$ cat src/rtl/crfd_pkg.sv
package crfd_pkg;
   typedef enum logic {
      FMT_XPCM   = 1'b0,
      FMT_ONEBIT = 1'b1
   } fmt_e;
endpackage

$ cat src/rtl/crfd_edge_sync.sv
module crfd_edge_sync #(
   parameter int STAGES = 2
) (
   input  logic clk,
   input  logic rst_n,
   input  logic async_i,
   output logic rise_o
);
   if (STAGES < 2) begin : g_bad_stages
      $error("crfd_edge_sync: STAGES must be at least 2");
   end

   logic [STAGES-1:0] sh_q;
   logic              last_q;

   for (genvar i = 0; i < STAGES; i++) begin : g_stage
      if (i == 0) begin : g_first
         always_ff @(posedge clk) begin
            if (!rst_n) sh_q[0] <= 1'b0;
            else        sh_q[0] <= async_i;
         end
      end else begin : g_next
         always_ff @(posedge clk) begin
            if (!rst_n) sh_q[i] <= 1'b0;
            else        sh_q[i] <= sh_q[i-1];
         end
      end
   end

   always_ff @(posedge clk) begin
      if (!rst_n) last_q <= 1'b0;
      else        last_q <= sh_q[STAGES-1];
   end

   assign rise_o = sh_q[STAGES-1] & ~last_q;

   // a rising-edge pulse never lasts two cycles
   single_pulse_chk: assert property (@(posedge clk) disable iff (!rst_n)
      rise_o |=> !rise_o);
endmodule

$ cat src/rtl/crfd_edge_count.sv
module crfd_edge_count #(
   parameter int THRESH = 256,
   parameter int CNT_W  = $clog2(THRESH + 2)
) (
   input  logic clk,
   input  logic rst_n,
   input  logic en,
   input  logic bck_rise,
   input  logic wck_rise,
   output logic over_now_o,
   output logic period_end_o,
   output logic period_over_o,
   output logic period_zero_o
);
   localparam logic [CNT_W-1:0] SAT_V = CNT_W'(THRESH + 1);

   if (THRESH < 1) begin : g_bad_thresh
      $error("crfd_edge_count: THRESH must be at least 1");
   end
   if ((2 ** CNT_W) <= (THRESH + 1)) begin : g_bad_width
      $error("crfd_edge_count: CNT_W too narrow for THRESH");
   end

   logic [CNT_W-1:0] cnt_q;
   logic [CNT_W-1:0] cnt_inc;

   always_comb begin
      cnt_inc = cnt_q;
      if (bck_rise && (cnt_q != SAT_V)) cnt_inc = cnt_q + CNT_W'(1);
   end

   always_ff @(posedge clk) begin
      if (!rst_n) begin
         cnt_q         <= '0;
         period_end_o  <= 1'b0;
         period_over_o <= 1'b0;
         period_zero_o <= 1'b0;
      end else if (!en) begin
         cnt_q         <= '0;
         period_end_o  <= 1'b0;
         period_over_o <= 1'b0;
         period_zero_o <= 1'b0;
      end else if (wck_rise) begin
         cnt_q         <= '0;
         period_end_o  <= 1'b1;
         period_over_o <= (cnt_inc == SAT_V);
         period_zero_o <= (cnt_inc == '0);
      end else begin
         cnt_q         <= cnt_inc;
         period_end_o  <= 1'b0;
         period_over_o <= 1'b0;
         period_zero_o <= 1'b0;
      end
   end

   assign over_now_o = (cnt_q == SAT_V);


   cnt_wrap_chk: assert property (@(posedge clk) disable iff (!rst_n)
      (en && over_now_o && !wck_rise) |=> over_now_o);


   cnt_idle_chk: assert property (@(posedge clk) disable iff (!rst_n)
      !en |=> (cnt_q == '0) && !period_end_o);
endmodule

$ cat src/rtl/crfd_mode_fsm.sv
module crfd_mode_fsm
   import crfd_pkg::*;
#(
   parameter int CONFIRM = 2
) (
   input  logic clk,
   input  logic rst_n,
   input  logic en,
   input  logic over_now,
   input  logic period_end,
   input  logic period_over,
   input  logic period_zero,
   output fmt_e mode_o,
   output logic leave_o
);
   localparam int STRK_W = (CONFIRM < 2) ? 1 : $clog2(CONFIRM);

   if (CONFIRM < 1) begin : g_bad_confirm
      $error("crfd_mode_fsm: CONFIRM must be at least 1");
   end

   logic [STRK_W-1:0] streak_q;

   always_ff @(posedge clk) begin
      if (!rst_n) begin
         mode_o   <= FMT_XPCM;
         streak_q <= '0;
         leave_o  <= 1'b0;
      end else begin
         leave_o <= 1'b0;
         if (!en) begin
            streak_q <= '0;
         end else if (over_now || (period_end && period_over)) begin
            mode_o   <= FMT_ONEBIT;
            streak_q <= '0;
         end else if (period_end) begin
            if (period_zero) begin
               streak_q <= '0;
            end else if (streak_q == STRK_W'(CONFIRM - 1)) begin
               streak_q <= '0;
               mode_o   <= FMT_XPCM;
               if (mode_o == FMT_ONEBIT) leave_o <= 1'b1;
            end else begin
               streak_q <= streak_q + STRK_W'(1);
            end
         end
      end
   end


   fast_entry_chk: assert property (@(posedge clk) disable iff (!rst_n)
      (en && over_now) |=> (mode_o == FMT_ONEBIT));


   slow_exit_chk: assert property (@(posedge clk) disable iff (!rst_n)
      (mode_o == FMT_XPCM) && $past(mode_o == FMT_ONEBIT) |-> $past(period_end));


   hold_off_chk: assert property (@(posedge clk) disable iff (!rst_n)
      !en |=> $stable(mode_o));


   zero_hold_chk: assert property (@(posedge clk) disable iff (!rst_n)
      (en && period_end && period_zero && !over_now) |=> $stable(mode_o));
endmodule

$ cat src/rtl/crfd_rst_req.sv
module crfd_rst_req #(
   parameter int PERIODS = 4
) (
   input  logic clk,
   input  logic rst_n,
   input  logic leave_i,
   input  logic wck_rise,
   output logic req_o
);
   localparam int PW = $clog2(PERIODS) + 1;

   if (PERIODS < 1) begin : g_bad_periods
      $error("crfd_rst_req: PERIODS must be at least 1");
   end

   logic [PW-1:0] per_q;

   always_ff @(posedge clk) begin
      if (!rst_n) begin
         req_o <= 1'b0;
         per_q <= '0;
      end else if (leave_i) begin
         req_o <= 1'b1;
         per_q <= '0;
      end else if (req_o && wck_rise) begin
         if (per_q == PW'(PERIODS - 1)) begin
            req_o <= 1'b0;
            per_q <= '0;
         end else begin
            per_q <= per_q + PW'(1);
         end
      end
   end


   req_start_chk: assert property (@(posedge clk) disable iff (!rst_n)
      leave_i |=> req_o);


   req_steady_chk: assert property (@(posedge clk) disable iff (!rst_n)
      (!leave_i && !wck_rise) |=> $stable(req_o));
endmodule

$ cat src/rtl/clk_ratio_fmt_detect.sv
module clk_ratio_fmt_detect
   import crfd_pkg::*;
#(
   parameter int THRESH      = 256,
   parameter int CONFIRM     = 2,
   parameter int RST_PERIODS = 4,
   parameter int SYNC_STAGES = 2
) (
   input  logic clk,
   input  logic rst_n,
   input  logic det_en,
   input  logic bck_i,
   input  logic wck_i,
   output logic mode_o,
   output logic status_o,
   output logic rst_req_o
);
   localparam int CNT_W = $clog2(THRESH + 2);

   logic bck_rise, wck_rise;
   logic over_now, period_end, period_over, period_zero;
   logic leave;
   fmt_e mode;

   crfd_edge_sync #(.STAGES(SYNC_STAGES)) u_bck_sync (
      .clk(clk), .rst_n(rst_n), .async_i(bck_i), .rise_o(bck_rise));

   crfd_edge_sync #(.STAGES(SYNC_STAGES)) u_wck_sync (
      .clk(clk), .rst_n(rst_n), .async_i(wck_i), .rise_o(wck_rise));

   crfd_edge_count #(.THRESH(THRESH), .CNT_W(CNT_W)) u_count (
      .clk(clk), .rst_n(rst_n), .en(det_en),
      .bck_rise(bck_rise), .wck_rise(wck_rise),
      .over_now_o(over_now), .period_end_o(period_end),
      .period_over_o(period_over), .period_zero_o(period_zero));

   crfd_mode_fsm #(.CONFIRM(CONFIRM)) u_fsm (
      .clk(clk), .rst_n(rst_n), .en(det_en),
      .over_now(over_now), .period_end(period_end),
      .period_over(period_over), .period_zero(period_zero),
      .mode_o(mode), .leave_o(leave));

   crfd_rst_req #(.PERIODS(RST_PERIODS)) u_rreq (
      .clk(clk), .rst_n(rst_n), .leave_i(leave),
      .wck_rise(wck_rise), .req_o(rst_req_o));

   assign mode_o   = (mode == FMT_ONEBIT);
   assign status_o = det_en & mode_o;


   reset_idle_chk: assert property (@(posedge clk)
      !rst_n |=> !mode_o && !rst_req_o);
endmodule

$ cat config.mk
export PLATFORM = sky130hd
export DESIGN_NAME = clk_ratio_fmt_detect
export DESIGN_NICKNAME = d
export VERILOG_FILES = /design/src/rtl/crfd_pkg.sv /design/src/rtl/crfd_edge_sync.sv /design/src/rtl/crfd_edge_count.sv /design/src/rtl/crfd_mode_fsm.sv /design/src/rtl/crfd_rst_req.sv /design/src/rtl/clk_ratio_fmt_detect.sv
export SDC_FILE = /design/constraint.sdc
export NUM_CORES = 1
export LEC_CHECK = 0
export BUFFER_PORTS_ARGS = -buffer_cell sky130_fd_sc_hd__buf_2
export CORE_MARGIN = 2
export CORE_UTILIZATION = 42
export CTS_CLUSTER_DIAMETER = 100
export DETAILED_ROUTE_END_ITERATION = 8
export PLACE_DENSITY = 0.66
export SLEW_MARGIN = 20
export SYNTH_ARGS = -nofsm -noshare
export SYNTH_HDL_FRONTEND = slang
export SYNTH_HIERARCHICAL = 1
export SYNTH_SLANG_ARGS = --single-unit
$ cat constraint.sdc
create_clock -name clk -period 2.45 [get_ports clk]
set_clock_uncertainty 0.05 [all_clocks]
set_input_delay 0.245 -clock clk [delete_from_list [all_inputs] [get_ports clk]]
set_output_delay 0.245 -clock clk [all_outputs]
set_load 0.02 [all_outputs]
==> results summary <==
The fraction of layout cells with a size suffix above 1 is 0.184. The slack of the critical path came out at 0.394 ns. Setup repair after global routing left no endpoint under its margin. The endpoint type of the worst setup path is a register. The worst setup path is launched from a register. The maximum clock rate came out at 486 MHz. The floorplan die area came out at 0.00312 sq mm. The post-cts gate resize count came out at 0. The first-pass GRT wire length is 3.11 mm. The main flop type after synthesis is sky130_fd_sc_hd__dfxtp_1. Broken down by cell family, the worst path's largest delay share belongs to simple AND/OR/NAND/NOR gates. The number of buffers created by CTS came out at 3.

At the placement stage, the worst setup path has a slack of 0.408 ns. The synthesized netlist net count is 125. The classification of the worst setup path is register to register. The clock sink total is 25. The flop and latch count out of synthesis came out at 25. Entering global routing, the biggest net connects 15 pins. The sequential fraction of the synthesis area came out at 0.443. Traced cell by cell, the critical path runs through or4_4 > o41ai_4 > mux2_2 > nor4_1.

The most critical setup path has its startpoint at u_count/cnt_q[4]. The synthesized netlist cell count is 117. The via count of the first global-routing pass came out at 717. The global routing stage identified its most utilized layer as met2. The largest stage delay on the critical path is 0.59 ns. The met2 routing resource usage after global routing is 0.182. The number of H-tree branching levels came out at 1.

The residual antenna-violating net count after detailed routing came out at 0. The number of max-slew violations in the final report came out at 0. Across the VDD grid, the largest voltage drop is 389 uV. The number of hold buffers added after CTS was 0. The total wire length after detailed routing came out at 1.88 mm. The largest driver fanout on the critical path came out at 6. After synthesis the cells add up to 0.00113 sq mm. The length of the first detailed-routing pass in iterations came out at 4. The largest buffer count on any clock path is 2. The CTS tree is built. Measured along the x axis, the die boundary spans 55.9 microns. The launch instance of the worst register-to-register path is u_count/cnt_q[4]. The clock-pin slew on the worst setup and hold paths is 0.13 ns. The detailed router's first-iteration violation count is 15.

The relative slew slack is 0.716. The met1 usage in global routing is 0.175. Data arrives at the worst endpoint at 2.25 ns. The number of buffer cells added on primary ports is 7.

The overall fraction of global-route tracks in use came out at 0.127. The total cell area at the placement stage came out at 0.00119 sq mm. The number of synthesized flops with an enable pin is 0. At the end of the flow, the number of nets in the layout was 134. The synthesis-to-finish area growth came out at 7.86%. Dividing the detail-routed wire length by the instance count gives 12.2 microns. For the worst setup path, the data required time is 2.64 ns. The post-route clock period utilization is 0.839. The share of flip-flops with an asynchronous set or reset after synthesis is 0.

The area of all placed cells without fillers is 0.00122 sq mm. The final worst hold slack is 0.0720 ns. The source-to-sink clock delay at the later pin of the worst-skew pair is 0.31 ns. The actual transition at the worst max-transition pin is 0.425 ns. The total I/O pin count is 8.

The number of distinct library cells after synthesis is 42. The number of rows in the core area is 18. The half-perimeter wire length after placement is 1.40 mm. The number of max-cap violations is 0. The final number of setup-violating endpoints is 0.

The average cell area after synthesis came out at 9.66 sq um. Summed over all layers, the global routing overflow is 0. The initial antenna violation count is 0. The tightest min-delay check is of the input port to register type. The core region is 0.00252 sq mm. The met3 global-route usage is 0.0279. The number of DRC violations after detailed routing came out at 0.

The number of synthesis warnings came out at 6. The number of setup buffers added after CTS came out at 0. The power per standard cell area came out at 508 mW/mm^2. The shortest period the worst path allows is 2.06 ns. From bottom edge to top edge, the die measures 55.9 microns. The average vias per placed instance is 5.32. The setup TNS came out at 0 ns. The count of inserted antenna diode cells came out at 0.

The root buffer cell chosen for the clock tree is sky130_fd_sc_hd__clkbuf_4. The total leakage power is 0.000460 uW. The number of vias after detailed routing came out at 824. The flow ran to the end, and the final reports show no timing, DRC or antenna violations. The largest individual stage delay along the critical path comes from the cell sky130_fd_sc_hd__or4_4. The placer congestion estimate came out at 0.787. The critical path buffer and inverter count came out at 0. In this run the most critical hold path is launched from wck_i. After layout, the design draws a total of 619 uW. The number of hold violations in the final report is 0. The effective utilization at floorplan is 0.448.
==> final cells by class <==
type | count | area [sq um]
fill | 247 | 1300
multi-input combinational | 86 | 607
sequential | 25 | 500
tap | 30 | 37.5
timing repair buffer | 7 | 35.0
clock buffer | 3 | 22.5
inverter | 3 | 11.3
clock inverter | 1 | 5.00
==> worst reg2reg max path, cell delays in order (launching register included) <==
cell and delay (ns):
sky130_fd_sc_hd__dfxtp_1 0.39, sky130_fd_sc_hd__or4_4 0.59, sky130_fd_sc_hd__o41ai_4 0.45, sky130_fd_sc_hd__mux2_2 0.38, sky130_fd_sc_hd__nor4_1 0.14
==> sequential cells by signal, indices dropped and copies added, names as in the netlist, 2 cells and up <==
name	cells
u_bck_sync/sh_q	2
u_count/cnt_q	9
u_rreq/per_q	3
u_wck_sync/sh_q	2
==> power breakdown <==
group          switching, uW  internal [uW]
Clock                    117           61.0
Combinational           14.9           11.9
Sequential              3.07            411
Total                    135            484
==> Yosys cell counts (2+ instances only) <==
cell type | n | area, sq um
sky130_fd_sc_hd__a21oi_1 | 4 | 20.0
sky130_fd_sc_hd__and2_1 | 7 | 43.8
sky130_fd_sc_hd__and3_1 | 3 | 18.8
sky130_fd_sc_hd__clkbuf_1 | 3 | 11.3
sky130_fd_sc_hd__dfxtp_1 | 25 | 500
sky130_fd_sc_hd__ha_1 | 3 | 37.5
sky130_fd_sc_hd__inv_1 | 3 | 11.3
sky130_fd_sc_hd__mux2i_1 | 2 | 20.0
sky130_fd_sc_hd__nand2_1 | 12 | 45.0
sky130_fd_sc_hd__nand3_1 | 3 | 15.0
sky130_fd_sc_hd__nand4_1 | 2 | 12.5
sky130_fd_sc_hd__nor2_1 | 9 | 33.8
sky130_fd_sc_hd__nor2b_4 | 2 | 27.5
sky130_fd_sc_hd__nor3_1 | 4 | 20.0
sky130_fd_sc_hd__o21ai_0 | 2 | 10.0
sky130_fd_sc_hd__or3_1 | 2 | 12.5
sky130_fd_sc_hd__xnor2_1 | 2 | 17.5
sky130_fd_sc_hd__xor2_1 | 5 | 43.8
==> placed cells by master, fill, tap and decap left out, types with 2 or more instances in the layout <==
cell and n:
sky130_fd_sc_hd__a21oi_1 4, sky130_fd_sc_hd__and2_1 7, sky130_fd_sc_hd__and3_1 3, sky130_fd_sc_hd__buf_2 7
sky130_fd_sc_hd__clkbuf_4 3, sky130_fd_sc_hd__dfxtp_1 25, sky130_fd_sc_hd__ha_1 3, sky130_fd_sc_hd__inv_1 3
sky130_fd_sc_hd__mux2i_1 2, sky130_fd_sc_hd__nand2_1 12, sky130_fd_sc_hd__nand3_1 3, sky130_fd_sc_hd__nand4_1 2
sky130_fd_sc_hd__nor2_1 9, sky130_fd_sc_hd__nor2b_4 2, sky130_fd_sc_hd__nor3_1 4, sky130_fd_sc_hd__o21ai_0 2
sky130_fd_sc_hd__or3_1 2, sky130_fd_sc_hd__xnor2_1 2, sky130_fd_sc_hd__xor2_1 5
==> metrics by stage <==
step / cells / util
finish: 155 / 0.483
global route: 155 / 0.483
CTS: 155 / 0.483
detailed placement: 151 / 0.472
global placement: 151 / 0.472
floorplan: 117 / -
==> metal layers <==
metal | routed length [microns] | vias to the layer above
met1 | 985 | 382
met4 | 34 | 0
li1 | - | 428
met5 | 0 | -
met2 | 822 | 10
met3 | 41 | 4
==> kinds of logic (layout without fill, tap and decap cells) <==
| logic type | count (synthesis) | in the layout | synth area share |
|---|---|---|---|
| AO/OA/AOI/OAI | 16 | 16 | 0.119 |
| multiplexers | 3 | 3 | 0.0277 |
| buffers and inverters | 6 | 14 | 0.0199 |
| AND/OR/NAND/NOR | 57 | 57 | 0.303 |
| XOR/XNOR | 7 | 7 | 0.0543 |
| flip-flops | 25 | 25 | 0.443 |
| adder cells (fa/ha/maj) | 3 | 3 | 0.0332 |
==> worst paths after layout <==
check | slack (ns) | end | cells after the start
max | 0.39 | u_count/period_over_o | 4
min | 0.07 | u_wck_sync/sh_q[0] | 2
max reg2reg | 0.39 | u_count/period_over_o | 4
min reg2reg | 0.39 | u_wck_sync/sh_q[1] | 1
(Power assumes the default switching activity.)
